--- src/rtl/refsw_pkg.sv ---
package refsw_pkg;

    typedef enum logic [3:0] {
        S_IDLE,
        S_HOLD_ON,
        S_RD_INT,
        S_RD_FRAC,
        S_WR_INT,
        S_WR_PRESET,
        S_RX_DOWN,
        S_RX_UP,
        S_HOLD_OFF,
        S_POLL
    } step_e;

    typedef enum logic [1:0] {
        PH_IDLE,
        PH_SETUP,
        PH_ACCESS
    } apb_ph_e;

    function automatic step_e next_step(step_e s);
        case (s)
            S_HOLD_ON:   return S_RD_INT;
            S_RD_INT:    return S_RD_FRAC;
            S_RD_FRAC:   return S_WR_INT;
            S_WR_INT:    return S_WR_PRESET;
            S_WR_PRESET: return S_RX_DOWN;
            S_RX_DOWN:   return S_RX_UP;
            S_RX_UP:     return S_HOLD_OFF;
            S_HOLD_OFF:  return S_POLL;
            default:     return S_POLL;
        endcase
    endfunction

endpackage

--- src/rtl/refsw_apb_master.sv ---
module refsw_apb_master
    import refsw_pkg::*;
#(
    parameter int ADDR_W = 8,
    parameter int DATA_W = 32
) (
    input  logic              clk,
    input  logic              rst,
    input  logic              req_start,
    input  logic              req_wr,
    input  logic [ADDR_W-1:0] req_addr,
    input  logic [DATA_W-1:0] req_wdata,
    output logic              ack,
    output logic              ack_err,
    output logic [DATA_W-1:0] ack_rdata,
    output logic [ADDR_W-1:0] paddr,
    output logic              psel,
    output logic              penable,
    output logic              pwrite,
    output logic [DATA_W-1:0] pwdata,
    input  logic [DATA_W-1:0] prdata,
    input  logic              pready,
    input  logic              pslverr
);
    apb_ph_e ph;

    always_ff @(posedge clk) begin
        if (rst) begin
            ph        <= PH_IDLE;
            ack       <= 1'b0;
            ack_err   <= 1'b0;
            ack_rdata <= '0;
            paddr     <= '0;
            pwrite    <= 1'b0;
            pwdata    <= '0;
        end else begin
            ack <= 1'b0;
            case (ph)
                PH_IDLE: if (req_start) begin
                    paddr  <= req_addr;
                    pwrite <= req_wr;
                    pwdata <= req_wdata;
                    ph     <= PH_SETUP;
                end
                PH_SETUP: ph <= PH_ACCESS;
                PH_ACCESS: if (pready) begin
                    ph        <= PH_IDLE;
                    ack       <= 1'b1;
                    ack_err   <= pslverr;
                    ack_rdata <= prdata;
                end
                default: ph <= PH_IDLE;
            endcase
        end
    end

    assign psel    = (ph != PH_IDLE);
    assign penable = (ph == PH_ACCESS);
endmodule

--- src/rtl/refsw_poll_cnt.sv ---
module refsw_poll_cnt #(
    parameter int CNT_W = 16
) (
    input  logic             clk,
    input  logic             rst,
    input  logic             clr,
    input  logic             inc,
    input  logic [CNT_W-1:0] limit,
    output logic             last
);
    logic [CNT_W-1:0] cnt;

    always_ff @(posedge clk) begin
        if (rst || clr) cnt <= '0;
        else if (inc)   cnt <= cnt + 1'b1;
    end

    // the poll now completing is the final one allowed (limit 0 acts as 1)
    assign last = ({1'b0, cnt} + 1'b1) >= {1'b0, limit};
endmodule

--- src/rtl/refsw_ctrl.sv ---
module refsw_ctrl
    import refsw_pkg::*;
#(
    parameter int ADDR_W      = 8,
    parameter int DATA_W      = 32,
    parameter logic [ADDR_W-1:0] A_ADDR  = 8'h20,
    parameter logic [ADDR_W-1:0] B_ADDR  = 8'h24,
    parameter logic [ADDR_W-1:0] C_ADDR  = 8'h28,
    parameter logic [ADDR_W-1:0] PD_ADDR = 8'h30,
    parameter int HOLD_BIT    = 0,
    parameter int PRE_BIT     = 1,
    parameter int SEL_BIT     = 2,
    parameter int FLOCK_BIT   = 0,
    parameter int PLOCK_BIT   = 1,
    parameter int PD_BIT      = 0,
    parameter int INT_W       = 8,
    parameter int INT_PRE_LSB = 0,
    parameter int INT_PD_LSB  = 16,
    parameter int FRAC_W      = 24,
    parameter int FRAC_LSB    = 8,
    parameter int FRAC_PD_LSB = 8
) (
    input  logic              clk,
    input  logic              rst,
    input  logic              cmd_valid,
    input  logic              cmd_to_rec,
    output logic              busy,
    output logic              done,
    output logic              err,
    output logic              src_rec,
    output logic              req_start,
    output logic              req_wr,
    output logic [ADDR_W-1:0] req_addr,
    output logic [DATA_W-1:0] req_wdata,
    input  logic              ack,
    input  logic              ack_err,
    input  logic [DATA_W-1:0] rdata,
    output logic              poll_clr,
    output logic              poll_inc,
    input  logic              poll_last
);
    localparam logic [DATA_W-1:0] HOLD_M = DATA_W'(1) << HOLD_BIT;
    localparam logic [DATA_W-1:0] PRE_M  = DATA_W'(1) << PRE_BIT;
    localparam logic [DATA_W-1:0] SEL_M  = DATA_W'(1) << SEL_BIT;
    localparam logic [DATA_W-1:0] PD_M   = DATA_W'(1) << PD_BIT;

    step_e             step;
    logic              pend;
    logic              tgt_q;
    logic [INT_W-1:0]  int_q;
    logic [FRAC_W-1:0] frac_q;
    logic              locked;
    logic              unused_rd;
    logic [DATA_W-1:0] frac_word;

    assign locked    = rdata[FLOCK_BIT] && rdata[PLOCK_BIT];
    assign unused_rd = ^rdata;
    assign frac_word = DATA_W'(frac_q) << FRAC_LSB;

    assign busy      = (step != S_IDLE);
    assign req_start = busy && !pend;
    assign poll_clr  = (step == S_IDLE) && cmd_valid;
    assign poll_inc  = (step == S_POLL) && pend && ack && !ack_err
                       && !locked && !poll_last;

    always_comb begin
        req_wr    = 1'b0;
        req_addr  = C_ADDR;
        req_wdata = '0;
        case (step)
            S_HOLD_ON:   begin req_wr = 1'b1; req_addr = A_ADDR;
                               req_wdata = HOLD_M | (src_rec ? SEL_M : '0); end
            S_RD_INT:    req_addr = B_ADDR;
            S_WR_INT:    begin req_wr = 1'b1; req_addr = B_ADDR;
                               req_wdata = DATA_W'(int_q) << INT_PRE_LSB; end
            S_WR_PRESET: begin req_wr = 1'b1; req_addr = A_ADDR;
                               req_wdata = HOLD_M | PRE_M | frac_word
                                           | (src_rec ? SEL_M : '0); end
            S_RX_DOWN:   begin req_wr = 1'b1; req_addr = PD_ADDR; req_wdata = PD_M; end
            S_RX_UP:     begin req_wr = 1'b1; req_addr = PD_ADDR; end
            S_HOLD_OFF:  begin req_wr = 1'b1; req_addr = A_ADDR;
                               req_wdata = PRE_M | frac_word | (tgt_q ? SEL_M : '0); end
            default:     req_addr = C_ADDR;
        endcase
    end

    always_ff @(posedge clk) begin
        if (rst) begin
            step    <= S_IDLE;
            pend    <= 1'b0;
            tgt_q   <= 1'b0;
            src_rec <= 1'b0;
            int_q   <= '0;
            frac_q  <= '0;
            done    <= 1'b0;
            err     <= 1'b0;
        end else begin
            done <= 1'b0;
            if (step == S_IDLE) begin
                if (cmd_valid) begin
                    err  <= 1'b0;
                    pend <= 1'b0;
                    if (cmd_to_rec == src_rec) begin
                        done <= 1'b1;
                    end else begin
                        tgt_q <= cmd_to_rec;
                        step  <= S_HOLD_ON;
                    end
                end
            end else if (!pend) begin
                pend <= 1'b1;
            end else if (ack) begin
                pend <= 1'b0;
                if (ack_err) begin
                    step <= S_IDLE;
                    err  <= 1'b1;
                end else if (step == S_POLL) begin
                    if (locked) begin
                        step    <= S_IDLE;
                        done    <= 1'b1;
                        src_rec <= tgt_q;
                    end else if (poll_last) begin
                        step <= S_IDLE;
                        err  <= 1'b1;
                    end
                end else begin
                    if (step == S_RD_INT)  int_q  <= rdata[INT_PD_LSB +: INT_W];
                    if (step == S_RD_FRAC) frac_q <= rdata[FRAC_PD_LSB +: FRAC_W];
                    step <= next_step(step);
                end
            end
        end
    end
endmodule

--- src/rtl/refsw_seq.sv ---
module refsw_seq
    import refsw_pkg::*;
#(
    parameter int ADDR_W      = 8,
    parameter int DATA_W      = 32,
    parameter int CNT_W       = 16,
    parameter logic [ADDR_W-1:0] A_ADDR  = 8'h20,
    parameter logic [ADDR_W-1:0] B_ADDR  = 8'h24,
    parameter logic [ADDR_W-1:0] C_ADDR  = 8'h28,
    parameter logic [ADDR_W-1:0] PD_ADDR = 8'h30,
    parameter int HOLD_BIT    = 0,
    parameter int PRE_BIT     = 1,
    parameter int SEL_BIT     = 2,
    parameter int FLOCK_BIT   = 0,
    parameter int PLOCK_BIT   = 1,
    parameter int PD_BIT      = 0,
    parameter int INT_W       = 8,
    parameter int INT_PRE_LSB = 0,
    parameter int INT_PD_LSB  = 16,
    parameter int FRAC_W      = 24,
    parameter int FRAC_LSB    = 8,
    parameter int FRAC_PD_LSB = 8
) (
    input  logic              clk,
    input  logic              rst,
    input  logic              cmd_valid,
    input  logic              cmd_to_rec,
    input  logic [CNT_W-1:0]  lock_limit,
    output logic              busy,
    output logic              done,
    output logic              err,
    output logic              src_rec,
    output logic [ADDR_W-1:0] paddr,
    output logic              psel,
    output logic              penable,
    output logic              pwrite,
    output logic [DATA_W-1:0] pwdata,
    input  logic [DATA_W-1:0] prdata,
    input  logic              pready,
    input  logic              pslverr
);
    logic              req_start, req_wr, ack, ack_err;
    logic [ADDR_W-1:0] req_addr;
    logic [DATA_W-1:0] req_wdata, ack_rdata;
    logic              poll_clr, poll_inc, poll_last;

    refsw_ctrl #(
        .ADDR_W(ADDR_W), .DATA_W(DATA_W),
        .A_ADDR(A_ADDR), .B_ADDR(B_ADDR), .C_ADDR(C_ADDR), .PD_ADDR(PD_ADDR),
        .HOLD_BIT(HOLD_BIT), .PRE_BIT(PRE_BIT), .SEL_BIT(SEL_BIT),
        .FLOCK_BIT(FLOCK_BIT), .PLOCK_BIT(PLOCK_BIT), .PD_BIT(PD_BIT),
        .INT_W(INT_W), .INT_PRE_LSB(INT_PRE_LSB), .INT_PD_LSB(INT_PD_LSB),
        .FRAC_W(FRAC_W), .FRAC_LSB(FRAC_LSB), .FRAC_PD_LSB(FRAC_PD_LSB)
    ) ctrl_i (
        .clk(clk), .rst(rst), .cmd_valid(cmd_valid), .cmd_to_rec(cmd_to_rec),
        .busy(busy), .done(done), .err(err), .src_rec(src_rec),
        .req_start(req_start), .req_wr(req_wr), .req_addr(req_addr),
        .req_wdata(req_wdata), .ack(ack), .ack_err(ack_err), .rdata(ack_rdata),
        .poll_clr(poll_clr), .poll_inc(poll_inc), .poll_last(poll_last)
    );

    refsw_apb_master #(.ADDR_W(ADDR_W), .DATA_W(DATA_W)) apb_i (
        .clk(clk), .rst(rst), .req_start(req_start), .req_wr(req_wr),
        .req_addr(req_addr), .req_wdata(req_wdata), .ack(ack), .ack_err(ack_err),
        .ack_rdata(ack_rdata), .paddr(paddr), .psel(psel), .penable(penable),
        .pwrite(pwrite), .pwdata(pwdata), .prdata(prdata), .pready(pready),
        .pslverr(pslverr)
    );

    refsw_poll_cnt #(.CNT_W(CNT_W)) poll_i (
        .clk(clk), .rst(rst), .clr(poll_clr), .inc(poll_inc),
        .limit(lock_limit), .last(poll_last)
    );
endmodule

--- config.mk ---
export PLATFORM = sky130hd
export DESIGN_NAME = refsw_seq
export DESIGN_NICKNAME = d
export VERILOG_FILES = /design/src/rtl/refsw_pkg.sv /design/src/rtl/refsw_apb_master.sv /design/src/rtl/refsw_poll_cnt.sv /design/src/rtl/refsw_ctrl.sv /design/src/rtl/refsw_seq.sv
export SDC_FILE = /design/constraint.sdc
export NUM_CORES = 1
export LEC_CHECK = 0
export BUFFER_PORTS_ARGS = -buffer_cell sky130_fd_sc_hd__buf_2
export CAP_MARGIN = 20
export CELL_PAD_IN_SITES_DETAIL_PLACEMENT = 0
export CELL_PAD_IN_SITES_GLOBAL_PLACEMENT = 1
export CORE_MARGIN = 3
export CORE_UTILIZATION = 32
export CTS_CLUSTER_DIAMETER = 200
export DETAILED_ROUTE_END_ITERATION = 6
export PLACE_DENSITY_LB_ADDON = 0.1
export SLEW_MARGIN = 5
export SYNTH_ARGS = -nofsm -noshare
export SYNTH_HDL_FRONTEND = slang
export SYNTH_SLANG_ARGS = --single-unit
export TNS_END_PERCENT = 5
--- constraint.sdc ---
create_clock -name clk -period 4.8 [get_ports clk]
set_input_delay 0.24 -clock clk [delete_from_list [all_inputs] [get_ports clk]]
set_output_delay 0.24 -clock clk [all_outputs]
set_load 0.1 [all_outputs]
==> flow_metrics.py, run 1 <==
metrics = {
    "outcome": {
        "status": "complete, no violations",
    },
    "timing": {
        "period_share": 0.865,
        "slew_viol_final": 0,
        "finalHoldViolCount": 0,
        "post-route-min-period_ns": 4.15,
        "relSlewSlack": 0.294,
        "fmax_ghz": 0.241,
        "setup_viol": 0,
        "skew_ns": 0.00701,
        "rsz0062_at_grt": "no",
        "worst_pin_slew_ns": 1.06,
        "tns_ns": 0,
    },
    "detailed_routing": {
        "antenna_left": 0,
        "dr.pass1.iters": 5,
        "vias": 4767,
        "wl_mm": 14.5,
        "first_iter_violations": 220,
        "viasPerCell": 4.85,
        "drc": 0,
        "wl_per_cell_um": 14.7,
    },
    "clocking": {
        "post-cts-setup-buffers": 0,
        "cts_root_buf": "clkbuf_16",
        "cts_tree": "yes",
        "cts.repair.resized": 0,
        "postCtsHoldBufs": 0,
        "clock_path_buffers": 2,
        "cts.reportedPaths.clkPinSlew_ns": 0.06,
        "cts_buffers": 17,
        "cts.htree.levels": 4,
        "worst_skew_pair.late_latency_ns": 0.41,
        "clock-sinks": 128,
    },
    "hold_path": {
        "holdPathStages": 3,
        "hold_class": "in2reg",
    },
    "global_routing": {
        "grt_max_degree": 60,
        "grt_pass1_vias": 4725,
        "grt.total_usage": 0.154,
        "overflow": 0,
        "antenna_found_initial": 0,
        "grt_pass1_wl_mm": 24.1,
    },
    "floorplan": {
        "start_util": 0.332,
        "rows": 47,
        "ioPinCount": 101,
        "dieArea_um2": 19100,
        "design.core.area_um2": 16900,
        "die_w_um": 138,
        "die_h_um": 138,
    },
    "synthesis": {
        "syn-cell-area_um2": 5600,
        "synth-main-ff-cell": "dfxtp_1",
        "synth.yosys.seq_area_share": 0.457,
        "ys_ff_latch": 128,
        "yosys_warnings": 0,
        "postSynthAreaPerCell_um2": 8.34,
        "async_flop_share": 0,
        "synth_edf_count": 0,
        "synth_cells": 672,
        "synth_cell_types": 60,
    },
    "worst_setup_path": {
        "r2r_cells": 19,
        "criticalPathCategory": "reg2reg",
        "crit_path_end_kind": "register",
        "startpoint_type": "register",
        "worstPathMaxFanout": 9,
        "critPathRequiredTime_ns": 5.06,
        "cp_data_arrival_time_ns": 4.41,
    },
    "finish": {
        "fillers": 1744,
        "layout_commonest_cell": "nand2_1",
        "nets": 822,
        "final_cell_mix": "nand2_1 (130), dfxtp_1 (128), nor2_1 (92), buf_2 (89), a21oi_1 (75)",
        "final_layout_size_suffix_gt1_frac": 0.198,
        "diodes": 0,
        "final_cells": 982,
        "syn_to_final_growth_pct": 22.9,
    },
    "pwr": {
        "ir_drop_v": 0.000224,
        "p_per_area_nw_per_um2": 378,
        "leakage_nw": 2.93,
    },
    "place": {
        "place_inst": 951,
        "gp_congestion": 0.798,
        "portBuffers": 90,
        "hpwlAfterDp_mm": 9.93,
    },
    "job": {
        "max_cap_viol_count": 0,
    },
}
[cells in the mapped netlist (all sizes together), types with 2 or more instances]
cell / n / area, um^2
and2: 5 / 31.3
a211oi: 2 / 20.0
a221oi: 2 / 23.8
and3: 8 / 50.1
mux2i: 12 / 120
nand3: 13 / 87.6
nand2: 132 / 498
buf: 9 / 67.6
or3: 4 / 35.0
nor4: 7 / 65.1
o211ai: 2 / 28.8
a21o: 3 / 22.5
a31oi: 3 / 18.8
a31o: 7 / 61.3
nor2: 94 / 372
o21ai: 10 / 53.8
nand4: 6 / 43.8
a21oi: 75 / 375
xnor2: 11 / 96.3
or2: 2 / 12.5
clkbuf: 31 / 116
inv: 24 / 90.1
ha: 18 / 225
dfxtp: 128 / 2560
a22oi: 30 / 225
nor3: 10 / 81.3
o311ai: 2 / 17.5
nand2b: 2 / 12.5
xor2: 10 / 87.6
[kinds of logic (layout without fill, tap and decap cells)]
group | Yosys count | count (layout) | share of synthesized area
and+or+nand+nor | 285 | 285 | 0.233
DFF | 128 | 128 | 0.457
adders and majority gates | 18 | 18 | 0.0402
other | 1 | 4 | 0.000669
AOI/OAI and AO/OA | 143 | 143 | 0.165
muxes | 12 | 12 | 0.0214
buffers and inverters | 64 | 151 | 0.0489
xor gates and xnor gates | 21 | 21 | 0.0328
[state kept, by name, indices dropped and copies added, names as in the netlist, 2 cells and up, named ones only]
name             flops
ctrl_i.step          4
apb_i.pwdata        32
apb_i.ph             2
poll_i.cnt          16
apb_i.ack_rdata     26
ctrl_i.int_q         8
ctrl_i.frac_q       24
apb_i.paddr          4
[report_power, final]
part | total (mW) | internal (mW) | switching, mW
clock network | 1.34 | 0.871 | 0.466
registers | 1.09 | 1.08 | 0.0106
logic | 0.176 | 0.0429 | 0.133
[layout make-up]
class | count | area [um^2] | share of cell area
well taps | 220 | 275 | 0.0400
inverters | 24 | 90.1 | 0.0131
flip-flops and latches | 128 | 2560 | 0.372
clock buffers | 23 | 488 | 0.0709
multi-input cells | 483 | 2790 | 0.405
clock inverters | 8 | 128 | 0.0185
repair buffers | 96 | 553 | 0.0804
[through the flow]
step	utilization	instance area, um^2	hold WS, ns	power, mW	worst slack, ns
after CTS	0.408	6880	0.0427	2.64	0.624
after global routing	0.408	6880	0.0476	2.71	0.237
after global placement	0.366	6180	0.438	1.28	0.760
after floorplan	-	5610	0.376	1.24	1.25
after detailed placement	0.371	6270	0.443	1.29	0.657
final	0.408	6880	0.0668	2.60	0.647
[metal layers]
| metal | part of all wire | track usage | wire length (um) | vias up |
|---|---|---|---|---|
| li1 | - | - | - | 2437 |
| met1 | 0.47 | 0.201 | 6810 | 2239 |
| met2 | 0.47 | 0.245 | 6780 | 84 |
| met3 | 0.053 | 0.0549 | 770 | 7 |
| met4 | 0.0065 | 0.0359 | 94 | 0 |
| met5 | 0 | 0 | 0 | - |
[critical path: stages, from the launching register on]
cell      delay, ns
dfxtp_1        0.43
ha_1           0.30
inv_1          0.09
nor3_2         0.34
nand2_1        0.11
nor2_1         0.27
and3_1         0.26
xor2_1         0.17
ha_1           0.26
a21o_1         0.16
a21o_1         0.18
a221oi_2       0.25
o211ai_4       0.22
o21ai_1        0.26
nand2_1        0.15
nor2_1         0.12
ha_1           0.15
nor2_1         0.04
a41oi_1        0.17
nor3_1         0.06
[final timing paths]
path | startpoint | slack [ns] | to
worst max-delay path | poll_i.cnt[0] | 0.65 | register
worst min-delay path | prdata[20] | 0.07 | apb_i.ack_rdata[20]
worst max register to register | poll_i.cnt[0] | 0.65 | register
worst min register to register | apb_i.ack_rdata[25] | 0.45 | ctrl_i.frac_q[17]
Power figures use the tool's default switching activity.
==> run 2: changes to the inputs <==
--- a/config.mk
+++ b/config.mk
@@ -11,5 +11,5 @@
 export CELL_PAD_IN_SITES_GLOBAL_PLACEMENT = 1
 export CORE_MARGIN = 3
-export CORE_UTILIZATION = 32
+export CORE_UTILIZATION = 41
 export CTS_CLUSTER_DIAMETER = 200
 export DETAILED_ROUTE_END_ITERATION = 6
==> constraint.sdc (replaced) <==
create_clock -name clk -period 4.8 [get_ports clk]
set_input_delay 0.24 -clock clk [delete_from_list [all_inputs] [get_ports clk]]
set_output_delay 0.24 -clock clk [all_outputs]
set_load 0.05 [all_outputs]
==> run 2 against run 1 <==
Total power down 4.7%. Via count about the same. Non-clock buffer count up 1. Clock skew down 0.0017 ns. First-iteration DRC count up 34%. Worst setup slack worse by 0.084 ns. Routed wire length down 6.8%. Critical path depth down 4. Global-route usage up 2.9 points. Sequential cell count unchanged. Design area down 0.67%. Critical path type unchanged. Largest power group unchanged.
==> flow_metrics.py, run 2 (synthesis results as in run 1) <==
metrics = {
    "detailed_routing": {
        "drc": 0,
        "wl_mm": 13.5,
        "antenna_left": 0,
        "vias": 4763,
        "first_iter_violations": 294,
        "dr.pass1.iters": 5,
        "wl_per_cell_um": 14.3,
        "viasPerCell": 5.07,
    },
    "timing": {
        "slew_viol_final": 0,
        "tns_ns": 0,
        "relSlewSlack": 0.372,
        "setup_viol": 0,
        "post-route-min-period_ns": 4.24,
        "rsz0062_at_grt": "no",
        "fin_ws_ns": 0.563,
        "worst_pin_slew_ns": 0.938,
        "period_share": 0.883,
        "finalHoldViolCount": 0,
        "skew_ns": 0.00530,
        "fmax_ghz": 0.236,
    },
    "floorplan": {
        "die_w_um": 123,
        "design.core.area_um2": 13300,
        "dieArea_um2": 15100,
        "die_h_um": 123,
        "rows": 42,
        "ioPinCount": 101,
        "start_util": 0.421,
    },
    "finish": {
        "reg_top3": "apb_i.pwdata: 32 flops, apb_i.ack_rdata: 26 flops, ctrl_i.frac_q: 24 flops",
        "fillers": 1298,
        "nets": 823,
        "syn_to_final_growth_pct": 22.0,
        "multi_input_area_um2": 2790,
        "layout_commonest_cell": "nand2_1",
        "register_area_um2": 2560,
        "largest_reg_flops": 32,
        "diodes": 0,
        "top_register": "apb_i.pwdata",
        "final_cell_mix": "nand2_1 (130), dfxtp_1 (128), nor2_1 (92), buf_2 (89), a21oi_1 (75)",
        "final_layout_size_suffix_gt1_frac": 0.198,
        "fin_area_um2": 6840,
    },
    "worst_setup_path": {
        "cpMaxStageDelayCell": "nor3_4",
        "crit_path_end_kind": "register",
        "cp_data_arrival_time_ns": 4.54,
        "critPathRequiredTime_ns": 5.11,
        "crit_buf_inv": 1,
        "cp_top_family": "simple AND/OR/NAND/NOR gates",
        "path_cells": "ha_1 -> inv_1 -> nor3_2 -> nand2_1 -> nor2_1 -> and3_1 -> xor2_1 -> ha_1 -> a21o_1 -> a21o_1 -> a221oi_2 -> o211ai_4 -> nor3_4 -> a21oi_1 -> a31o_2",
        "worstPathMaxFanout": 18,
        "crit_path_max_incr_delay_ns": 0.67,
        "criticalPathCategory": "reg2reg",
        "startpoint_type": "register",
    },
    "global_routing": {
        "grt_pass1_wl_mm": 21.7,
        "grt.total_usage": 0.182,
        "antenna_found_initial": 0,
        "overflow": 0,
        "grt_max_degree": 111,
        "grt_pass1_vias": 4423,
    },
    "place": {
        "place_area_um2": 6180,
        "hpwlAfterDp_mm": 9.04,
        "portBuffers": 90,
        "gp_congestion": 0.793,
        "pre_cts_slack_ns": 0.596,
    },
    "job": {
        "max_cap_viol_count": 0,
    },
    "clocking": {
        "worst_skew_pair.late_latency_ns": 0.41,
        "post-cts-setup-buffers": 0,
        "cts.repair.resized": 0,
        "clock_path_buffers": 2,
        "clock-sinks": 128,
        "cts_root_buf": "clkbuf_16",
        "postCtsHoldBufs": 0,
        "cts_tree": "yes",
        "cts_buffers": 17,
        "cts.reportedPaths.clkPinSlew_ns": 0.06,
        "cts.htree.levels": 4,
    },
    "outcome": {
        "status": "complete, no violations",
    },
    "hold_path": {
        "hold_class": "in2reg",
    },
    "pwr": {
        "p_per_area_nw_per_um2": 363,
        "leakage_nw": 2.92,
        "power.total_mw": 2.48,
        "ir_drop_v": 0.000228,
    },
}
==> run 2: cell types whose count changed in the layout (fill, tap and decap cells not counted), moves of 2 or more <==
cell        previous run  this run
buf_16                 2         4
clkbuf_1               2         4
clkbuf_8               4         2
clkinvlp_4             2         4
==> run 2: routing by layer <==
metal / routed length [um] / share of wire / track usage
met5: 0 / 0 / 0
met4: 128 / 0.0095 / 0.0546
met3: 658 / 0.049 / 0.0594
met2: 6100 / 0.45 / 0.282
met1: 6580 / 0.49 / 0.242
==> run 2: report_power, final <==
part | internal, mW | leakage (nW) | total [mW] | switching [mW]
registers | 1.08 | 1.03 | 1.09 | 0.0100
logic | 0.0449 | 1.62 | 0.150 | 0.105
clock network | 0.790 | 0.269 | 1.24 | 0.453
total | 1.91 | 2.92 | 2.48 | 0.568
==> run 2: per-stage QoR <==
stage	instances	hold slack (ns)	utilization
finish	940	0.0620	0.514
CTS	937	0.0443	0.508
detailed placement	905	0.441	0.465
global placement	902	0.437	0.460
floorplan	675	0.376	-
global route	940	0.0542	0.514
==> run 2: final cells by class <==
cell class / instances / area share
multi-input combinational: 483 / 0.407
inverter: 24 / 0.0132
clock buffer: 23 / 0.0685
timing repair buffer: 97 / 0.0879
sequential: 128 / 0.375
clock inverter: 9 / 0.0159
tap: 176 / 0.0322
==> run 2: final timing paths <==
path,from,to,slack (ns),cells past startpoint
max,poll_i.cnt[0],poll_i.cnt[11],0.56,15
min reg2reg,apb_i.paddr[5],apb_i.paddr[5],0.44,2
max reg2reg,poll_i.cnt[0],poll_i.cnt[11],0.56,15
min,prdata[20],apb_i.ack_rdata[20],0.06,3
==> run 2: worst register-to-register path: stages, from the launching register on <==
cell and delay (ns):
dfxtp_1 0.45, ha_1 0.30, inv_1 0.09, nor3_2 0.36, nand2_1 0.10, nor2_1 0.25, and3_1 0.26, xor2_1 0.18
ha_1 0.26, a21o_1 0.16, a21o_1 0.19, a221oi_2 0.26, o211ai_4 0.21, nor3_4 0.67, a21oi_1 0.16, a31o_2 0.23
